===== src/rtl/edge_evt_pkg.sv =====
package edge_evt_pkg;

  // Trigger-mode encodings used by TRIG_MODE
  localparam logic [1:0] TRIG_NONE = 2'b00;
  localparam logic [1:0] TRIG_RISE = 2'b01;
  localparam logic [1:0] TRIG_FALL = 2'b10;
  localparam logic [1:0] TRIG_BOTH = 2'b11;

  // Strobes from control to datapath
  typedef struct packed {
    logic clrCount;  // input agrees with level: drop partial count
    logic incCount;  // one more qualifying tick seen
    logic commit;    // accept the new input level
    logic fire;      // accepted transition qualifies for an event
  } evtStrobes_t;

endpackage


===== src/rtl/edge_evt_dp.sv =====
module edge_evt_dp
  import edge_evt_pkg::*;
#(
  parameter int   CNT_W       = 5,
  parameter logic RESET_LEVEL = 1'b0
) (
  input  logic             clk,
  input  logic             rstN,
  input  logic             rawIn,
  input  evtStrobes_t      strobes,
  output logic             level,
  output logic [CNT_W-1:0] count,
  output logic             differs,
  output logic             eventPulse
);

  always_ff @(posedge clk) begin
    if (!rstN) begin
      level      <= RESET_LEVEL;
      count      <= '0;
      eventPulse <= 1'b0;
    end else begin
      eventPulse <= strobes.fire;
      if (strobes.commit) begin
        level <= rawIn;
        count <= '0;
      end else if (strobes.clrCount) begin
        count <= '0;
      end else if (strobes.incCount) begin
        count <= count + 1'b1;
      end
    end
  end

  assign differs = (rawIn != level);

  // The level only ever moves towards the value the input had
  assert_level_tracks_input_R2: assert property (@(posedge clk) disable iff (!rstN)
    (level != $past(level)) |-> (level == $past(rawIn)));

  // A pulse only accompanies a real level change
  assert_pulse_on_change_R11: assert property (@(posedge clk) disable iff (!rstN)
    eventPulse |-> (level != $past(level)));

endmodule


===== src/rtl/edge_evt_ctrl.sv =====
module edge_evt_ctrl
  import edge_evt_pkg::*;
#(
  parameter int         RISE_TICKS = 22,
  parameter int         FALL_TICKS = 10,
  parameter int         CNT_W      = 5,
  parameter logic [1:0] TRIG_MODE  = TRIG_BOTH
) (
  input  logic             clk,
  input  logic             rstN,
  input  logic             tick,
  input  logic             rawIn,
  input  logic             differs,
  input  logic [CNT_W-1:0] count,
  output evtStrobes_t      strobes
);

  localparam logic [CNT_W:0] RISE_P = RISE_TICKS[CNT_W:0];
  localparam logic [CNT_W:0] FALL_P = FALL_TICKS[CNT_W:0];

  logic [CNT_W:0] period;
  logic [CNT_W:0] nextCount;
  logic           accept;
  logic           dirOk;

  assign period    = rawIn ? RISE_P : FALL_P;
  assign nextCount = {1'b0, count} + 1'b1;

  // Acceptance decision for a pending transition
  always_comb begin
    accept = 1'b0;
    if (differs) begin
      if (period == '0)            accept = 1'b1;
      else if (tick && (nextCount >= period)) accept = 1'b1;
    end
  end

  // Direction qualifier selected by trigger mode
  generate
    if (TRIG_MODE == TRIG_RISE) begin : g_rise
      assign dirOk = rawIn;
    end else if (TRIG_MODE == TRIG_FALL) begin : g_fall
      assign dirOk = !rawIn;
    end else if (TRIG_MODE == TRIG_BOTH) begin : g_both
      assign dirOk = 1'b1;
    end else begin : g_none
      assign dirOk = 1'b0;
    end
  endgenerate

  always_comb begin
    strobes          = '0;
    strobes.clrCount = !differs;
    strobes.commit   = accept;
    strobes.incCount = differs && !accept && tick;
    strobes.fire     = accept && dirOk;
  end

  // An edge where input equals level leaves no partial count behind
  assert_glitch_restart_R4: assert property (@(posedge clk) disable iff (!rstN)
    !differs |=> (count == '0));

  // Without a tick a filtered transition makes no progress
  assert_no_tick_hold_R5: assert property (@(posedge clk) disable iff (!rstN)
    (differs && !tick && (period != '0)) |=> (count == $past(count)));

endmodule


===== src/rtl/edge_evt_debounce.sv =====
module edge_evt_debounce
  import edge_evt_pkg::*;
#(
  parameter int         RISE_TICKS  = 22,
  parameter int         FALL_TICKS  = 10,
  parameter logic [1:0] TRIG_MODE   = 2'b11,
  parameter logic       RESET_LEVEL = 1'b0
) (
  input  logic clk,
  input  logic rstN,
  input  logic tick,
  input  logic rawIn,
  output logic levelOut,
  output logic eventPulse
);

  localparam int MAX_TICKS = (RISE_TICKS > FALL_TICKS) ? RISE_TICKS : FALL_TICKS;
  localparam int CNT_W     = (MAX_TICKS < 2) ? 1 : $clog2(MAX_TICKS + 1);

  evtStrobes_t      strobes;
  logic [CNT_W-1:0] count;
  logic             differs;

  edge_evt_ctrl #(
    .RISE_TICKS(RISE_TICKS),
    .FALL_TICKS(FALL_TICKS),
    .CNT_W     (CNT_W),
    .TRIG_MODE (TRIG_MODE)
  ) uCtrl (
    .clk    (clk),
    .rstN   (rstN),
    .tick   (tick),
    .rawIn  (rawIn),
    .differs(differs),
    .count  (count),
    .strobes(strobes)
  );

  edge_evt_dp #(
    .CNT_W      (CNT_W),
    .RESET_LEVEL(RESET_LEVEL)
  ) uDp (
    .clk       (clk),
    .rstN      (rstN),
    .rawIn     (rawIn),
    .strobes   (strobes),
    .level     (levelOut),
    .count     (count),
    .differs   (differs),
    .eventPulse(eventPulse)
  );

  // Per-mode event qualification checks
  generate
    if (TRIG_MODE == TRIG_RISE) begin : g_chkRise
      assert_rise_only_R7: assert property (@(posedge clk) disable iff (!rstN)
        eventPulse |-> levelOut);
    end else if (TRIG_MODE == TRIG_FALL) begin : g_chkFall
      assert_fall_only_R8: assert property (@(posedge clk) disable iff (!rstN)
        eventPulse |-> !levelOut);
    end else if (TRIG_MODE == TRIG_BOTH) begin : g_chkBoth
      assert_every_change_R9: assert property (@(posedge clk) disable iff (!rstN)
        (levelOut != $past(levelOut)) |-> eventPulse);
    end else begin : g_chkNone
      assert_silent_R10: assert property (@(posedge clk) disable iff (!rstN)
        !eventPulse);
    end
    if (RISE_TICKS == 0) begin : g_chkRiseBypass
      assert_rise_bypass_R6: assert property (@(posedge clk) disable iff (!rstN)
        (rawIn && !levelOut) |=> levelOut);
    end
    if (FALL_TICKS == 0) begin : g_chkFallBypass
      assert_fall_bypass_R6: assert property (@(posedge clk) disable iff (!rstN)
        (!rawIn && levelOut) |=> !levelOut);
    end
  endgenerate

  // Reset leaves the declared level and no event
  assert_reset_state_R1: assert property (@(posedge clk)
    !rstN |=> (levelOut == RESET_LEVEL) && !eventPulse);

endmodule


===== config.mk =====
export PLATFORM = sky130hd
export DESIGN_NAME = edge_evt_debounce
export DESIGN_NICKNAME = d
export VERILOG_FILES = /design/src/rtl/edge_evt_pkg.sv /design/src/rtl/edge_evt_dp.sv /design/src/rtl/edge_evt_ctrl.sv /design/src/rtl/edge_evt_debounce.sv
export SDC_FILE = /design/constraint.sdc
export NUM_CORES = 1
export LEC_CHECK = 0
export BUFFER_PORTS_ARGS = -buffer_cell sky130_fd_sc_hd__clkbuf_2
export CELL_PAD_IN_SITES_DETAIL_PLACEMENT = 2
export CELL_PAD_IN_SITES_GLOBAL_PLACEMENT = 2
export CORE_MARGIN = 5
export CORE_UTILIZATION = 28
export CTS_CLUSTER_SIZE = 14
export DETAILED_ROUTE_END_ITERATION = 10
export PLACE_DENSITY = 0.79
export SYNTH_ARGS = -nofsm -noshare
export SYNTH_HDL_FRONTEND = slang
export SYNTH_SLANG_ARGS = --single-unit

===== constraint.sdc =====
create_clock -name clk -period 1.89 [get_ports clk]
set_input_delay 0.378 -clock clk [delete_from_list [all_inputs] [get_ports clk]]
set_output_delay 0.378 -clock clk [all_outputs]
set_load 0.005 [all_outputs]

* Word-level counts from Yosys, hierarchy flattened
Cells that the tools add are included.
** Word-level totals
- Word-level logic and storage cells :: 19
- Bits of input ports :: 4
- Register bits after elaboration :: 7
** Operators by class
- Bitwise operators :: 2
- Order comparisons :: 1
- Reductions and logical operators :: 6
- Add/sub/neg operators :: 2
- Equality and inequality tests :: 1
- Mux-type cells :: 4
** Operator list (number)
- adder 5 x 1 -> 6 bit (second input constant) :: 1
- greater-or-equal comparator 6 bit :: 1
- logical NOT 6 bit :: 1
- adder 5 x 1 -> 5 bit (second input constant) :: 1
- two-way mux 5 bit :: 1
- logical AND 1 bit :: 3
- two-way mux 1 bit :: 3
- OR reduction 3 bit :: 1
- inverter 1 bit :: 2
- logical NOT 1 bit :: 1
- != test 1 bit :: 1

* Depth between registers and ports, before layout
Gate-level depths: netlist of run 1.
- Depth after elaboration :: 9
- Mapped depth :: 10
- Depth with buffers taken out :: 10

* By module
A second synthesis of run 1 with hierarchy kept.
** Second synthesis, totals
- Cells, all modules :: 56
- Area total of the unflattened synthesis :: 536.8 µm²
** Modules (own cells, without submodules)
- edge_evt_dp :: area an instance 331.6 µm², cells each 29, instances 1
- edge_evt_ctrl :: area an instance 205.2 µm², cells each 27, instances 1

* Least setup slack after synthesis of run 1
OpenSTA, ideal clock, no wires.
- Kind :: flip-flop to flip-flop
- From :: reg uDp.count[0]
- To :: reg uDp.count[1]
- Period minus slack after synthesis :: 1963 ps
- Cell stages (with the launch flop) :: 10
- Arrival :: 1878 ps
- Setup time :: 86 ps
- Slack :: -73 ps
- Cells stage by stage :: dfxtp_1 > ha_1 > nand3_1 > xnor2_1 > inv_1 > ha_1 > and2_1 > a21oi_2 > nand3_2 > a211oi_1
** Between the ends
- Cells in the longest elaborated chain, start to end :: 9
- Elaborated cells on any way between the ends :: 11
- Those cells by class :: 2 x add/sub; 1 x order compare; 3 x mux; 5 x reduce/logical
** RTL lines
- start: declaration :: RTL line edge_evt_dp.sv:12 : output logic [CNT_W-1:0] count,
- start signal: assignment :: RTL line edge_evt_dp.sv:30 : count <= count + 1'b1;
- adder 5 x 1 -> 6 bit * :: RTL line edge_evt_ctrl.sv:27 : assign nextCount = {1'b0, count} + 1'b1;
- via uCtrl.nextCount[4] :: RTL line edge_evt_ctrl.sv:22 : logic [CNT_W:0] nextCount;
- greater-or-equal comparator 6 bit * :: RTL line edge_evt_ctrl.sv:34 : else if (tick && (nextCount >= period)) accept = 1'b1;
- logical AND 1 bit * :: RTL line edge_evt_ctrl.sv:34
- two-way mux 1 bit * :: RTL line edge_evt_ctrl.sv:34
- two-way mux 1 bit * :: RTL line edge_evt_ctrl.sv:33 : if (period == '0) accept = 1'b1;
- two-way mux 1 bit * :: RTL line edge_evt_ctrl.sv:32 : if (differs) begin
- logical NOT 1 bit :: RTL line edge_evt_ctrl.sv:55 : strobes.incCount = differs && !accept && tick;
- logical AND 1 bit (2 in a row) :: RTL line edge_evt_ctrl.sv:55
Mark *: on every way through the listed nets, which the timed path passes. The rest lies on a longest branch.
A chain may end at the register's enable or synchronous reset.

* Worst setup path in the final report of run 1
- From :: reg uDp.count[0]
- To :: reg uDp.count[2]
Same word-level chain as after synthesis.

==> metrics, run 1 <==
ANT nets after route 0; Max Slew Vio Count 0; Worst-Margin Slew 340.7 ps; Top Ports 6; first-pass GRT wire length 3001 um; Critical Path End uDp.count[2]; chip width 51.05 um; R2R Setup Slk -120 ps; TritonCTS clock tree built; final hold violation count 0; crit-path max FO 4; post-synthesis mux area share 0.02122; Pre-antenna DRT Iters 4; vias in the first global route 600; CP arrival 2160 ps; largest family of logic cells by synthesized area simple AND/OR/NAND/NOR gates; Antenna diodes 0; Reg-to-Reg End uDp.count[2]; Synth Net Count 64; DRC Markers 0; cells on worst reg2reg path 8; Port Buffers 5; # rows 14; Simple-Gate Fraction of Synth Area 0.2334; type of origin of the critical path flop; maxcap violations 0; DRT Wirelength 2032 um; cells after synthesis 55; H-tree levels 1; CTS buffer count 3; Synth Area in Compound Gates 0.1645; Netlist cell types 26; Initial Utilization 0.3026; hold buffer count at CTS 0; post-synthesis sequential area ratio 0.2971; Clock Latency Late Sink 270 ps; CTS root buffer clkbuf_4; Reg-to-Reg Start uDp.count[0]; Die ar. 2606 um2; CP startpoint uDp.count[0]; setup slack after layout -124.2 ps; min Tclk post-route 2014 ps; Vias/cell 5.124; CTS Sinks 7; ys async rst share 0; Synth Cell Area 471.7 um2; Main synth FF type dfxtp_1; clock skew 7.482 ps; number of synthesized register bits 7; DR WL/cell 20.95 um; Worst setup EP type flop; adder-cell share of the synthesized area 0.1326; initial antenna violation count 0; Ys Warns 0; DP HPWL 1174 um; Cell Pwr Density 564.2 nW/um2; # nets final 91; Post-Synth XOR/XNOR Area 0.1088; core area 1559 um2; routability congestion estimate 0.7037; FMAX 496.5 MHz; min-delay worst type input pin to flop; largest net degree at the start of global routing 10; share of cells above drive strength 1 0.6667; Setup violations, final 6; Placed Cells 86; Post-synth EDFFs 0; total grt overflow 0; Final Cycle Share 1.066; Crit Path Category flop to flop; failing checks setup timing; Total GRT Usage 0.1674; Final Instance Count excl. Fillers 97; Layout area overhead 88.06%; Leak 0.0003605 uW; Reg clk slew, reported paths 60 ps; RSZ-0062 raised after global routing true; worst endpoint required time 2040 ps; dpl ws -244.0 ps; Peak VDD IR 323.3 uV; status finished with violations; Worst slew margin 0.7722; Die Y 51.05 um; vias 497; Avg Inst Size Synth 8.576 um2; clk buf depth 2; initial DRC count 4
==> power breakdown <==
| part | internal (uW) | total [uW] | switching [uW] | leakage [uW] |
|---|---|---|---|---|
| Sequential | 156 | 168 | 12.6 | 0.0000590 |
| Combinational | 89.9 | 183 | 93.4 | 0.000287 |
| Clock | 81.4 | 149 | 67.4 | 0.0000150 |
==> kinds of logic (layout without fill, tap and decap cells) <==
family	after synthesis	after routing
xor+xnor	5	5
buf+inv	5	31
compound gates	10	10
mux	1	1
simple gates	22	22
flops	7	7
fa+ha+maj	5	5
==> cell usage in the layout, fill, tap and decap left out, types with 3 or more instances in the layout <==
cell      synthesis  layout
clkbuf_2          0       5
nand2_1           4       3
nor2_1            6       5
buf_4             0      14
dfxtp_1           7       4
buf_6             0       4
inv_1             4       3
ha_4              0       4
clkbuf_4          0       3
nand3_4           0       3
==> area by class of cell <==
cell class,count,area (um2)
flip-flops and latches,7,148.9
fillers,160,671.9
repair buffers,23,175.2
well taps,16,20.02
clock buffers,4,26.28
inverters,4,15.01
multi-input cells,43,501.7
==> critical path: stages (launching register included) <==
cell,delay [ps]
dfxtp_4,380
nand3_4,90
xnor2_2,240
ha_4,250
a21oi_4,180
o21ai_4,110
a211oi_4,380
a21boi_2,220
nor3_1,50
==> sequential cells by signal (all words and copies together), names as in the netlist <==
signal,count
uDp.count,5
uDp.eventPulse,1
uDp.level,1
==> timing repair <==
item / in CTS / in global routing
hold endpoints to repair: 0 / 0
setup buffers: 5 / 2
gates resized for setup: 23 / 13
endpoints found under the setup margin: 6 / 6
gates cloned: 0 / 0
pin swaps: 11 / 13
==> cell usage after synthesis (2+ instances only) <==
cell,count,area (um2)
o21ai_1,2,10.01
nor2_1,6,22.52
nand3_1,3,15.01
inv_1,4,15.01
nor3_1,2,10.01
a211oi_1,2,15.01
xnor2_1,3,26.28
nor2b_1,2,12.51
ha_1,5,62.56
dfxtp_1,7,140.1
nand2_1,4,15.01
==> how the worst min path moves through the flow <==
stage	start	to	slack [ps]	cells after the start
2_1_floorplan	uDp.count[4]	uDp.count[4]	480	2
3_3_place_gp	uDp.count[4]	uDp.count[4]	500	2
3_5_place_dp	uDp.count[1]	uDp.count[1]	560	2
4_1_cts	rstN	uDp.eventPulse	390	3
5_1_grt	rstN	uDp.eventPulse	410	3
6_report	rstN	uDp.eventPulse	400	3
==> metrics by stage <==
stage / hold WS [ps] / area (um2) / setup TNS (ps) / total power (uW) / util
finish: 400.9 / 887.1 / -558.1 / 500.5 / 0.5690
detailed placement: 563.8 / 609.3 / -1082 / 270.2 / 0.3909
global placement: 501.3 / 609.3 / -453.1 / 262.5 / 0.3909
floorplan: 484.1 / 486.7 / 0 / 225.9 / -
global route: 406.1 / 887.1 / -1035 / 534.4 / 0.5690
CTS: 385.1 / 789.5 / -86.71 / 456.0 / 0.5064
==> metal layers <==
| layer | vias up | global-route usage | share of wire |
|---|---|---|---|
| li1 | 236 | - | - |
| met1 | 252 | 0.1743 | 0.41 |
| met2 | 9 | 0.3004 | 0.57 |
| met3 | 0 | 0.05814 | 0.026 |
| met4 | 0 | 0.07623 | 0 |
| met5 | - | 0 | 0 |
Note: power is estimated with default switching activity, not from simulation.
==> run 2, diff against run 1 <==
RECOVER_POWER = 50   (was unset)
==> run 2 against run 1 <==
Compared with the run above:
- the flow still finishes with violations (setup timing)
- routed wire length did not move
- flip-flop and latch count did not move
- critical path depth did not move
- largest power group unchanged
- global-route usage did not move
- count of clock-buffer cells in the layout did not move
==> metrics, run 2 (same netlist as run 1, synthesis figures left out) <==
Biggest register uDp.count; Worst-Margin Slew 340.7 ps (unchanged); core area 1559 um2 (unchanged); Initial Utilization 0.3026 (unchanged); DRT Wirelength 2032 um (unchanged); Pre-antenna DRT Iters 4 (unchanged); Total GRT Usage 0.1674 (unchanged); Worst slew margin 0.7722 (unchanged); Comb pwr share 0.366 (about the same); Die Y 51.05 um (unchanged); Max Slew Vio Count 0 (unchanged); status finished with violations; Peak VDD IR 323.3 uV (about the same); vias 497 (unchanged); setup TNS -556.3 ps (+1.822 ps); internal power 327.1 uW (about the same); DR WL/cell 20.95 um (unchanged); total grt overflow 0 (unchanged); initial DRC count 4 (unchanged); crit-path max FO 4 (unchanged); Reg clk slew, reported paths 60 ps (about the same); Largest register FFs 5 (unchanged); final hold violation count 0 (unchanged); H-tree levels 1 (unchanged); Seq pwr share 0.336 (about the same); crit path cell chain nand3_4, xnor2_2, ha_4, a21oi_4, o21ai_4, a211oi_4, a21boi_2, nor3_1; Clock Latency Late Sink 270 ps (about the same); CTS root buffer clkbuf_4; # fillers 161 (+0.63%); largest net degree at the start of global routing 10 (unchanged); biggest regs uDp.count: 5 flops, uDp.eventPulse: 1 flops, uDp.level: 1 flops; Worst path max stage delay 380 ps (about the same); Worst setup EP type flop; min-delay worst type input pin to flop; dpl ws -244.0 ps (unchanged); # nets final 91 (unchanged); Psw 173.7 uW (+0.21%); Tot Pwr 500.8 uW (about the same); Layout area overhead 87.80%; Net Sw Frac 0.3469 (+0.0005312); # rows 14 (unchanged); R2R Setup Slk -120 ps (about the same); CP max-delay cell dfxtp_4; FMAX 496.5 MHz (unchanged); type of origin of the critical path flop; Clk pwr share 0.298 (about the same); Top Ports 6 (unchanged); Port Buffers 5 (unchanged); Final Cycle Share 1.066 (unchanged); failing checks setup timing; worst endpoint required time 2040 ps (about the same); leading cell type in the layout, fill and taps excluded buf_4; initial antenna violation count 0 (unchanged); Crit Path Category flop to flop; vias in the first global route 600 (unchanged); Setup violations, final 6 (unchanged); routability congestion estimate 0.7037 (unchanged); Cell Pwr Density 565.3 nW/um2 (+0.20%); most frequent cells in the layout 14 x buf_4, 5 x nor2_1; CP arrival 2160 ps (about the same); min Tclk post-route 2014 ps (unchanged); Vias/cell 5.124 (unchanged); ANT nets after route 0 (unchanged); DRC Markers 0 (unchanged); DP HPWL 1174 um (unchanged); first-pass GRT wire length 3001 um (unchanged); setup slack after layout -124.2 ps (unchanged); clk buf depth 2 (unchanged); share of cells above drive strength 1 0.6543 (-0.01235); Die ar. 2606 um2 (unchanged); Final Util 0.5682 (-0.0008030); clock skew 7.983 ps (+0.5007 ps); design area 885.9 um2 (-0.14%); maxcap violations 0 (unchanged); chip width 51.05 um (unchanged); CTS buffer count 3 (unchanged); TritonCTS clock tree built; Antenna diodes 0 (unchanged); Leak 0.0003571 uW (-0.96%); Placed Area 609.3 um2 (unchanged); CTS Sinks 7 (unchanged); RSZ-0062 raised after global routing true
==> run 2: per-stage QoR <==
stage                     instances  hold slack (ps)
after floorplan                  55            484.1
after global placement           86            501.3
after detailed placement         86            563.8
after CTS                        95            385.1
after global routing             97            406.1
final                            97            400.3
==> run 2: cell type report <==
class	count	area, um2	area share
inverter	4	15.01	0.01695
multi-input combinational	43	501.7	0.5664
sequential	7	148.9	0.1681
clock buffer	4	26.28	0.02966
timing repair buffer	23	173.9	0.1963
tap	16	20.02	0.02260
==> run 2: worst max-delay path, delay by kind of cell, from the launching register on <==
kind                     cells  cell delay [ps]
AO/OA/AOI/OAI                4              890
flip-flops                   1              380
AND/OR/NAND/NOR              2              140
XOR/XNOR                     1              240
adder cells (fa/ha/maj)      1              250
==> run 2: worst paths after layout <==
kind | startpoint | to | depth (start not counted)
hold / removal | rstN | uDp.eventPulse | 3
hold reg to reg | uDp.level | uDp.level | 2
setup / recovery | uDp.count[0] | uDp.count[2] | 8
setup reg to reg | uDp.count[0] | uDp.count[2] | 8
==> run 2: routing by layer <==
metal  vias to the layer above  global-route usage  wire (um)
li1                        236                   -          -
met1                       252              0.1743        828
met2                         9              0.3004       1151
met3                         0             0.05814         52
met4                         0             0.07623          0
met5                         -                   0          0
==> run 2: power groups by stage <==
stage | Combinational [uW] | Clock (uW) | Sequential, uW
floorplan | 55.9 | 0 | 170
global placement | 93.0 | 0 | 169
detailed placement | 100 | 0 | 170
CTS | 148 | 142 | 166
global route | 196 | 168 | 170
finish | 183 | 149 | 168
==> run 2: timing repair <==
item,CTS,global route
gates resized for setup,23,13
hold buffers,0,0
setup buffers,5,2
pin swaps,11,13
endpoints found under the setup margin,6,6
endpoints found under the hold margin,0,0
gates cloned,0,0
